$ cat config.mk
export PLATFORM = sky130hd
export DESIGN_NAME = kick_wdt
export DESIGN_NICKNAME = d
export VERILOG_FILES = /design/src/rtl/kick_wdt_pkg.sv /design/src/rtl/kick_wdt_edge.sv /design/src/rtl/kick_wdt_prescale.sv /design/src/rtl/kick_wdt_count.sv /design/src/rtl/kick_wdt.sv
export SDC_FILE = /design/constraint.sdc
export NUM_CORES = 1
export LEC_CHECK = 0
export ABC_AREA = 1
export BUFFER_PORTS_ARGS = -buffer_cell sky130_fd_sc_hd__buf_2
export CORE_ASPECT_RATIO = 1.2
export CORE_MARGIN = 4
export CORE_UTILIZATION = 35
export DETAILED_ROUTE_END_ITERATION = 7
export PLACE_DENSITY_LB_ADDON = 0.08
export SYNTH_ARGS = -nofsm -noshare
export SYNTH_HDL_FRONTEND = slang
export SYNTH_SLANG_ARGS = --single-unit
$ cat constraint.sdc
create_clock -name clk_i -period 1.65 [get_ports clk_i]
set_input_delay 0.0825 -clock clk_i [delete_from_list [all_inputs] [get_ports clk_i]]
set_output_delay 0.0825 -clock clk_i [all_outputs]
set_load 0.01 [all_outputs]
$ cat src/rtl/kick_wdt_pkg.sv
package kick_wdt_pkg;
  typedef struct packed {
    logic expired;
    logic fire;
  } wdt_state_t;

  localparam int unsigned DEF_SYNC_STAGES   = 2;
  localparam int unsigned DEF_PRESCALE      = 32768;
  localparam int unsigned DEF_TIMEOUT_TICKS = 1600;
endpackage

$ cat src/rtl/kick_wdt_edge.sv
module kick_wdt_edge #(
  parameter int unsigned SYNC_STAGES = 2
) (
  input  logic clk_i,
  input  logic rst_ni,
  input  logic kick_i,
  output logic edge_o
);
  logic kick_s, kick_q;

  generate
    if (SYNC_STAGES <= 1) begin : g_one
      logic sr_q;
      always_ff @(posedge clk_i or negedge rst_ni) begin
        if (!rst_ni) sr_q <= 1'b0;
        else         sr_q <= kick_i;
      end
      assign kick_s = sr_q;
    end else begin : g_chain
      logic [SYNC_STAGES-1:0] sr_q;
      always_ff @(posedge clk_i or negedge rst_ni) begin
        if (!rst_ni) sr_q <= '0;
        else         sr_q <= {sr_q[SYNC_STAGES-2:0], kick_i};
      end
      assign kick_s = sr_q[SYNC_STAGES-1];
    end
  endgenerate

  always_ff @(posedge clk_i or negedge rst_ni) begin
    if (!rst_ni) kick_q <= 1'b0;
    else         kick_q <= kick_s;
  end

  // both polarities service the timer
  assign edge_o = kick_s ^ kick_q;
endmodule

$ cat src/rtl/kick_wdt_prescale.sv
module kick_wdt_prescale #(
  parameter int unsigned PRESCALE = 32768
) (
  input  logic clk_i,
  input  logic rst_ni,
  input  logic clear_i,
  output logic tick_o
);
  generate
    if (PRESCALE <= 1) begin : g_bypass
      assign tick_o = 1'b1;
    end else begin : g_div
      localparam int unsigned PW = $clog2(PRESCALE);
      localparam logic [PW-1:0] LAST = PW'(PRESCALE - 1);
      logic [PW-1:0] div_q;

      assign tick_o = (div_q == LAST);

      always_ff @(posedge clk_i or negedge rst_ni) begin
        if (!rst_ni)      div_q <= '0;
        else if (clear_i) div_q <= '0;
        else if (tick_o)  div_q <= '0;
        else              div_q <= div_q + 1'b1;
      end
    end
  endgenerate
endmodule

$ cat src/rtl/kick_wdt_count.sv
module kick_wdt_count
  import kick_wdt_pkg::*;
#(
  parameter int unsigned TIMEOUT_TICKS = 1600
) (
  input  logic       clk_i,
  input  logic       rst_ni,
  input  logic       hold_i,
  input  logic       kick_i,
  input  logic       tick_i,
  output wdt_state_t state_o
);
  localparam int unsigned CW = $clog2(TIMEOUT_TICKS + 1);
  localparam logic [CW-1:0] LAST = CW'(TIMEOUT_TICKS - 1);

  logic [CW-1:0] cnt_q;
  wdt_state_t    st_q;

  always_ff @(posedge clk_i or negedge rst_ni) begin
    if (!rst_ni) begin
      cnt_q <= '0;
      st_q  <= '0;
    end else begin
      st_q.fire <= 1'b0;
      if (kick_i) st_q.expired <= 1'b0;
      // clear beats the final tick
      if (kick_i || hold_i) begin
        cnt_q <= '0;
      end else if (tick_i && !st_q.expired) begin
        if (cnt_q == LAST) begin
          cnt_q        <= '0;
          st_q.expired <= 1'b1;
          st_q.fire    <= 1'b1;
        end else begin
          cnt_q <= cnt_q + 1'b1;
        end
      end
    end
  end

  assign state_o = st_q;
endmodule

$ cat src/rtl/kick_wdt.sv
module kick_wdt
  import kick_wdt_pkg::*;
#(
  parameter int unsigned SYNC_STAGES   = DEF_SYNC_STAGES,
  parameter int unsigned PRESCALE      = DEF_PRESCALE,
  parameter int unsigned TIMEOUT_TICKS = DEF_TIMEOUT_TICKS
) (
  input  logic clk_i,
  input  logic rst_ni,
  input  logic kick_i,
  input  logic sys_rst_i,
  input  logic supply_low_i,
  output logic wdog_no,
  output logic expire_o
);
  logic       kick_edge;
  logic       tick;
  wdt_state_t state;

  kick_wdt_edge #(.SYNC_STAGES(SYNC_STAGES)) u_edge (
    .clk_i  (clk_i),
    .rst_ni (rst_ni),
    .kick_i (kick_i),
    .edge_o (kick_edge)
  );

  kick_wdt_prescale #(.PRESCALE(PRESCALE)) u_pre (
    .clk_i   (clk_i),
    .rst_ni  (rst_ni),
    .clear_i (kick_edge | sys_rst_i),
    .tick_o  (tick)
  );

  kick_wdt_count #(.TIMEOUT_TICKS(TIMEOUT_TICKS)) u_cnt (
    .clk_i   (clk_i),
    .rst_ni  (rst_ni),
    .hold_i  (sys_rst_i),
    .kick_i  (kick_edge),
    .tick_i  (tick),
    .state_o (state)
  );

  // undervoltage acts without a clock edge
  assign wdog_no  = ~(state.expired | supply_low_i);
  assign expire_o = state.fire;
endmodule

Yosys cells after proc, flatten, opt, wreduce, memory -nomap -nowiden
Cells that the tools add are included.
{"block": "totals", "ff_bits": 31, "out_inout_bits": 2, "elab_cells": 27, "rom_bits": 0, "ramBits": 0, "in_bits": 5, "latch_bits": 0, "memories": 0}
{"block": "classes", "n_mux": 9, "div_mod_pow": 0, "n_addsub": 2, "n_mul": 0, "bitwise": 4, "eq_ne": 2, "n_lt_le_gt_ge": 0, "shifts": 0, "n_reduce_logical": 4}
{"op": "$mux 11", "count": 3}
{"op": "$mux 15", "count": 2}
{"op": "$add 15x1->15 const B", "count": 1}
{"op": "$eq 15x15->1 const B", "count": 1}
{"op": "$add 11x1->11 const B", "count": 1}
{"op": "$eq 11x11->1 const B", "count": 1}
{"op": "$mux 2", "count": 3}
{"op": "$or 1x1->1", "count": 2}
{"op": "$reduce_bool 2->1", "count": 1}
{"op": "$logic_and 1x1->1", "count": 1}
{"op": "$logic_not 1->1", "count": 1}
{"op": "$logic_or 1x1->1", "count": 1}
{"op": "$mux 1", "count": 1}
{"op": "$not 1->1", "count": 1}
{"op": "$xor 1x1->1", "count": 1}

Longest topological paths before layout
Gate-level depths: netlist of run 1.
{"block": "logic_depth", "ltp_word": 5, "depth_mapped": 9, "ltp_nobuf": 9}

Cells and area by module
From an unflattened synthesis of run 1, not the netlist that was laid out.
{"block": "unflattened", "hier_cells": 217, "hier_area_um2": 1799.2}
{"module": "kick_wdt_prescale", "seq_area_each_um2": 375.4, "n_inst": 1, "area_per_inst_um2": 853.3, "cells_each": 103}
{"module": "kick_wdt_count", "seq_area_each_um2": 325.3, "n_inst": 1, "area_per_inst_um2": 837.1, "cells_each": 102}
{"module": "kick_wdt_edge", "seq_area_each_um2": 75.1, "n_inst": 1, "area_per_inst_um2": 93.8, "cells_each": 8}
{"module": "kick_wdt", "seq_area_each_um2": 0.0, "n_inst": 1, "area_per_inst_um2": 15.0, "cells_each": 4}

Least setup slack after synthesis of run 1
Ideal clock, no wire load.
{"block": "synth_path", "kind": "flip-flop to flip-flop", "start": "register u_pre.g_div.div_q[0]", "end": "register u_cnt.cnt_q[3]", "path_stages_with_launch": 10, "period_less_slack_ps": 1473, "setup_time_ps": 117, "arrival_time_ps": 1356, "n_path_buf": 1, "slack_ps": 177, "required_ps": 1533, "cell_sequence": "dfrtp_1 ha_1 nand2_1 nor2_4 nand2_2 nor2_8 nand3_4 buf_6 nand3_1 nand2_1"}
{"block": "synth_via", "elab_chain_len": 3}
{"element": "start: declaration", "line_no": "kick_wdt_prescale.sv:15", "source": "logic [PW-1:0] div_q;"}
{"element": "start signal: assignment", "line_no": "kick_wdt_prescale.sv:23", "source": "else div_q <= div_q + 1'b1;"}
{"element": "$eq 15x15->1", "line_no": "kick_wdt_prescale.sv:17", "source": "assign tick_o = (div_q == LAST);"}
{"element": "$logic_and 1x1->1", "line_no": "kick_wdt_count.sv:29", "source": "end else if (tick_i && !st_q.expired) begin"}
{"element": "$reduce_bool 2->1 (no line)"}
{"element": "end signal: assignment", "line_no": "kick_wdt_count.sv:35", "source": "cnt_q <= cnt_q + 1'b1;"}
{"element": "end: declaration", "line_no": "kick_wdt_count.sv:16", "source": "logic [CW-1:0] cnt_q;"}
Every way passes these cells.
A chain may end at the register's enable or synchronous reset.

Worst setup path in the final report of run 1
{"block": "layout_path", "start": "register u_pre.g_div.div_q[0]", "end": "register u_cnt.cnt_q[10]"}
The elaborated chain is that of the path after synthesis.

==> metrics, run 1 <==
DRC viols=0; setup_tns=0 ns; worst-path fanout max=8; GRT busiest layer=met2; initial DRC count=48; met1 usage=14.2%; kind of critical path=flip-flop to flip-flop; Clock Tree Root=clkbuf_8; CTS tree=yes; minimum clock period=1.58 ns; Int Pwr=0.00124 W; Logic pwr share=4.5%; initial antenna violation count=0; # diodes=0; critical path startpoint category=flip-flop; drt first pass iters=4; sw frac=22.9%; leading area contributor after synthesis=dfrtp_1; syn nets=225; sequential-to-total area share from yosys stat=44.7%; Post-Route Skew=0.00719 ns; commonest non-fill, non-tap cells in the layout=nand2_1 (57), dfrtp_1 (31), nor2_1 (27); Final Hold Vio Count=0; pin count of the biggest net entering global routing=32; row cnt=27; Worst-Margin Slew=0.688 ns; outcome=finished clean; Psw=0.000368 W; largest cells by area after synthesis=dfrtp_1 (45%), nand2_1 (13%), nand3_1 (6.1%), nor2_1 (6.1%), inv_1 (4.5%); routed via count=1441; die width=72.3 um; DP HPWL=2610 um; share of cells above drive strength 1=19.5%; synth unique cells=28; top cell type's share of synthesized area=44.7%; Largest stage delay, worst path=0.39 ns; core area=0.00470 sq mm; worst path cell trace=ha_2 -> nand2_2 -> nor2_4 -> nand2_4 -> nor2_8 -> nand3_4 -> nor2_4 -> nand2_1 -> nand2_1; Placed Instance Area=0.00186 sq mm; Die Ht=85.1 um; P per Cell Area=781 mW/mm^2; clk_lat worst skew=0.29 ns; Clock Path Buffers=2; Antenna Nets Post-Route=0; GR Util met2=22.9%; CTS HTree Levels=2; achievable frequency=633 MHz; clock network fraction of design power=47.4%; Final period util=95.7%; Flop pwr share=48.0%; wire per inst=12.7 um; drt total wl=3810 um; Worst setup EP type=flip-flop; met3 global-route usage=4.38%; Seq cells post-synth=31; GRT Total Usage=13.0%; Reg clk slew, reported paths=0.07 ns; Yosys warnings=0; Max-cap violations=0; hold crit path type=input pin to flip-flop; top-level I/O count=7; first-pass GRT wire length=6200 um; Nets=247; Leakage Power=0.937 nW; routability cong.=0.778; peak supply drop=0.000364 V; Max Slew Vio Count=0; GRT overflow=0; relative slew slack=54.1%; area of the mapped netlist=0.00173 sq mm; Num CTS Buffers=5; # port buffers=6; post-route cell area=0.00206 sq mm; slowest CP cell=dfrtp_1; die area=0.00615 sq mm; Initial Util=36.9%; Post-Synthesis Cells=218; vias in the first global route=1375; Area Growth Syn to Fin=18.6%; Final Setup Violations=0; CP Data Arrival Time=1.80 ns; vias per cell=4.82; commonest non-fill, non-tap cell in the layout=nand2_1; Critical Path RT=1.87 ns; Syn Area/Cell=7.95 sq um; Sink Count=31; RSZ-0062 raised after global routing=true
final timing paths:
| path | cells past startpoint | endpoint | slack [ns] | from |
|---|---|---|---|---|
| setup reg to reg | 9 | u_cnt.cnt_q[10] | 0.07 | u_pre.g_div.div_q[0] |
| hold / removal | 5 | u_pre.g_div.div_q[10] | 0.25 | sys_rst_i |
| min in group asynchronous | 2 | u_pre.g_div.div_q[9] | 0.37 | rst_ni |
| hold reg to reg | 0 | u_edge.g_chain.sr_q[1] | 0.36 | u_edge.g_chain.sr_q[0] |
| setup / recovery | 9 | u_cnt.cnt_q[10] | 0.07 | u_pre.g_div.div_q[0] |
| max in group asynchronous | 2 | u_cnt.cnt_q[9] | 0.84 | rst_ni |
synth_stat cells, drive strengths merged:
cell type and instances:
dfrtp 31, clkbuf 2, a31oi 1, nand2 63
nand3 26, nor2 34, xor2 4, a21oi 4
nand4 8, o21ai 3, o21bai 2, nor3b 4
nor3 5, inv 23, ha 2, a211oi 1
xnor2 3, buf 2
logic make-up after synthesis:
| family | synth area share [%] |
|---|---|
| DFF | 44.7 |
| xor gates and xnor gates | 3.54 |
| AOI/OAI and AO/OA | 3.68 |
| adders and majority gates | 1.44 |
| buffers and inverters | 6.49 |
| and+or+nand+nor | 40.1 |
power groups by stage:
stage               logic [W]  registers (W)  clock network, W
floorplan           0.0000316       0.000785                 0
global placement    0.0000668       0.000786                 0
detailed placement  0.0000671       0.000786                 0
CTS                 0.0000708       0.000771          0.000788
global route        0.0000849       0.000772          0.000810
finish              0.0000729       0.000771          0.000761
what timing repair did:
action                                 4_1_cts  5_1_grt
gates resized for setup                      0        7
buffers inserted                             0        4
setup endpoints to repair                    0       15
hold buffers                                 2        0
endpoints found under the hold margin       32        0
critical path: cells and delay by family, from the launching register on:
| kind | cells | cell delay, ns |
|---|---|---|
| and+or+nand+nor | 8 | 0.91 |
| DFF | 1 | 0.39 |
| adders and majority gates | 1 | 0.21 |
layout make-up:
| class | count | area [sq um] |
|---|---|---|
| sequential | 31 | 776 |
| tap | 58 | 72.6 |
| fill | 499 | 2640 |
| clock inverter | 3 | 43.8 |
| timing repair buffer | 18 | 125 |
| multi-input combinational | 161 | 885 |
| inverter | 23 | 86.3 |
| clock buffer | 5 | 68.8 |
stage by stage:
step                      util (%)  hold slack (ns)  instances  setup WS [ns]  power (W)
after floorplan                  -           -0.213        218          0.177   0.000817
after global placement        39.5            0.176        284         0.0853   0.000853
after detailed placement      39.5            0.179        284         0.0524   0.000853
after CTS                     42.3            0.253        294         0.0379    0.00163
after global routing          43.8            0.284        299        -0.0552    0.00167
final                         43.8            0.246        299         0.0708    0.00161
state kept, by name, summed over array words and instances, names as in the netlist:
register and count:
u_edge.kick_q 1, u_edge.g_chain.sr_q 2, u_pre.g_div.div_q 15, u_cnt.state_o 2, u_cnt.cnt_q 11
routing by layer:
layer,share of wire (%),vias up,routed length (um)
li1,-,749,-
met1,43,667,1620
met2,53,17,2010
met3,3.0,8,115
met4,1.7,0,63
met5,0,-,0
Note: power is estimated with default switching activity, not from simulation.
==> run 2, diff against run 1 <==
--- a/config.mk
+++ b/config.mk
@@ -10,8 +10,9 @@
 export CORE_ASPECT_RATIO = 1.2
 export CORE_MARGIN = 4
 export CORE_UTILIZATION = 35
+export CTS_BUF_LIST = sky130_fd_sc_hd__clkbuf_16
 export DETAILED_ROUTE_END_ITERATION = 7
-export PLACE_DENSITY_LB_ADDON = 0.08
+export PLACE_DENSITY = 0.62
 export SYNTH_ARGS = -nofsm -noshare
 export SYNTH_HDL_FRONTEND = slang
 export SYNTH_SLANG_ARGS = --single-unit
==> run 2 against run 1 <==
  * Via count fell by 1.7%
  * Worst hold slack better by 0.031 ns
  * Register-to-register slack is essentially flat
  * Global-route usage is 0.38 points lower
  * Die area did not move
  * Clock power rose by 35%
  * Sequential cell count did not move
  * Critical path depth unchanged
  * Sequential power is essentially flat
  * Power up 16%
==> metrics, run 2 (synthesized netlist as in run 1, its figures left out) <==
core area=0.00470 sq mm; Antenna Nets Post-Route=0; share of cells above drive strength 1=21.1%; vias in the first global route=1439; drt total wl=3570 um; routability cong.=0.773; Worst R2R Setup Slack=0.07 ns; Final Hold Vio Count=0; drt first pass iters=4; Hold Path Origin=sys_rst_i; worst r2r src=u_pre.g_div.div_q[0]; # port buffers=6; GRT Total Usage=12.6%; Largest register FFs=15; kind of critical path=flip-flop to flip-flop; Nets=248; Critical Path RT=1.82 ns; first-pass GRT wire length=6110 um; area of the multi-input gates=878 sq um; delay-heaviest family, CP=simple AND/OR/NAND/NOR gates; WHS Path Cells=5; Area Growth Syn to Fin=22.3%; clk_lat worst skew=0.27 ns; Max-cap violations=0; # diodes=0; Layout Utilization=45.2%; top-level I/O count=7; hold crit path type=input pin to flip-flop; CP bufs+invs=1; Die Ht=85.1 um; die area=0.00615 sq mm; initial DRC count=28; routed via count=1416; DP HPWL=2440 um; Post-Route Skew=0.00240 ns; Top reg by flops=u_pre.g_div.div_q; hold-critical path endpoint=u_pre.g_div.div_q[4]; Clock Tree Root=clkbuf_16; achievable frequency=635 MHz; wire per inst=11.9 um; P per Cell Area=881 mW/mm^2; WHS=0.277 ns; Worst-Margin Slew=0.694 ns; CTS tree=yes; critical path startpoint category=flip-flop; Clock Path Buffers=2; slowest CP cell=dfrtp_1; Leakage Power=0.966 nW; Num CTS Buffers=5; outcome=finished clean; DRC viols=0; pin count of the biggest net entering global routing=32; commonest non-fill, non-tap cells in the layout=nand2_1 (56), dfrtp_1 (31), nor2_1 (27); CTS HTree Levels=2; Initial Util=36.9%; Max Slew Vio Count=0; Largest stage delay, worst path=0.39 ns; GRT overflow=0; initial antenna violation count=0; relative slew slack=53.8%; CP Data Arrival Time=1.74 ns; Sink Count=31; Final Setup Violations=0; RSZ-0062 raised after global routing=true; Final period util=95.5%; die width=72.3 um; Critical R2R Capture=u_cnt.cnt_q[5]; vias per cell=4.72; Reg clk slew, reported paths=0.05 ns; biggest registers after layout=u_pre.g_div.div_q: 15 flops, u_cnt.cnt_q: 11 flops; row cnt=27; Register-to-Register Path Depth=9; Layout fillers=466; worst-path fanout max=7; commonest non-fill, non-tap cell in the layout=nand2_1; Worst setup EP type=flip-flop; peak supply drop=0.000588 V; Reg area=776 sq um; minimum clock period=1.58 ns; worst path cell trace=ha_2 -> nand2_2 -> nor2_4 -> nand2_4 -> nor2_8 -> nand3_4 -> buf_6 -> nand3_1 -> nand2_1
run 2: how the worst max path moves through the flow:
| stage | from | endpoint | slack, ns | depth (start not counted) |
|---|---|---|---|---|
| after detailed placement | u_pre.g_div.div_q[0] | u_cnt.cnt_q[1] | 0.03 | 9 |
| final | u_pre.g_div.div_q[0] | u_cnt.cnt_q[5] | 0.07 | 9 |
| after floorplan | u_pre.g_div.div_q[0] | u_cnt.cnt_q[3] | 0.18 | 9 |
| after global placement | u_pre.g_div.div_q[0] | u_cnt.cnt_q[10] | 0.11 | 9 |
| after CTS | u_pre.g_div.div_q[0] | u_cnt.cnt_q[1] | 0.02 | 9 |
| after global routing | u_pre.g_div.div_q[0] | u_cnt.cnt_q[3] | -0.02 | 9 |
run 2: cell type report:
type                            instances  area share [%]
Clock buffer                            5            5.90
Clock inverter                          3            1.83
Inverter                               23            4.07
Multi-Input combinational cell        160            41.4
Sequential cell                        31            36.6
Tap cell                               58            3.42
Timing Repair Buffer                   20            6.78
run 2: worst register-to-register path: cells and delay by family (launching register included):
kind	cells	cell delay, ns
adders and majority gates	1	0.21
buffers and inverters	1	0.19
DFF	1	0.39
and+or+nand+nor	7	0.69
run 2: report_power, final:
part / total, W / internal (W) / switching, W
registers: 0.000773 / 0.000768 / 0.00000493
clock network: 0.00103 / 0.000703 / 0.000324
logic: 0.0000689 / 0.0000191 / 0.0000498
total: 0.00187 / 0.00149 / 0.000379
run 2: what timing repair did:
| action | in CTS | in global routing |
|---|---|---|
| setup endpoints to repair | 0 | 9 |
| hold buffers | 2 | 0 |
| setup buffers | 0 | 7 |
| resized for setup | 0 | 12 |
| hold endpoints to repair | 32 | 0 |
run 2: per-layer routing:
metal	part of all wire, %	vias up	global-route usage, %
met5	0	-	0
met4	1.4	0	6.50
met3	2.0	5	3.55
met2	51	7	22.3
met1	45	655	13.5
li1	-	749	-
run 2: per-stage QoR:
step	area [sq um]	std cells	setup WS [ns]	setup TNS [ns]	power, W
after floorplan	1730	218	0.177	0	0.000817
after global placement	1850	283	0.111	0	0.000852
after detailed placement	1850	283	0.0264	0	0.000852
after CTS	2030	293	0.0171	0	0.00190
after global routing	2120	300	-0.0208	-0.0877	0.00194
final	2120	300	0.0740	0	0.00187
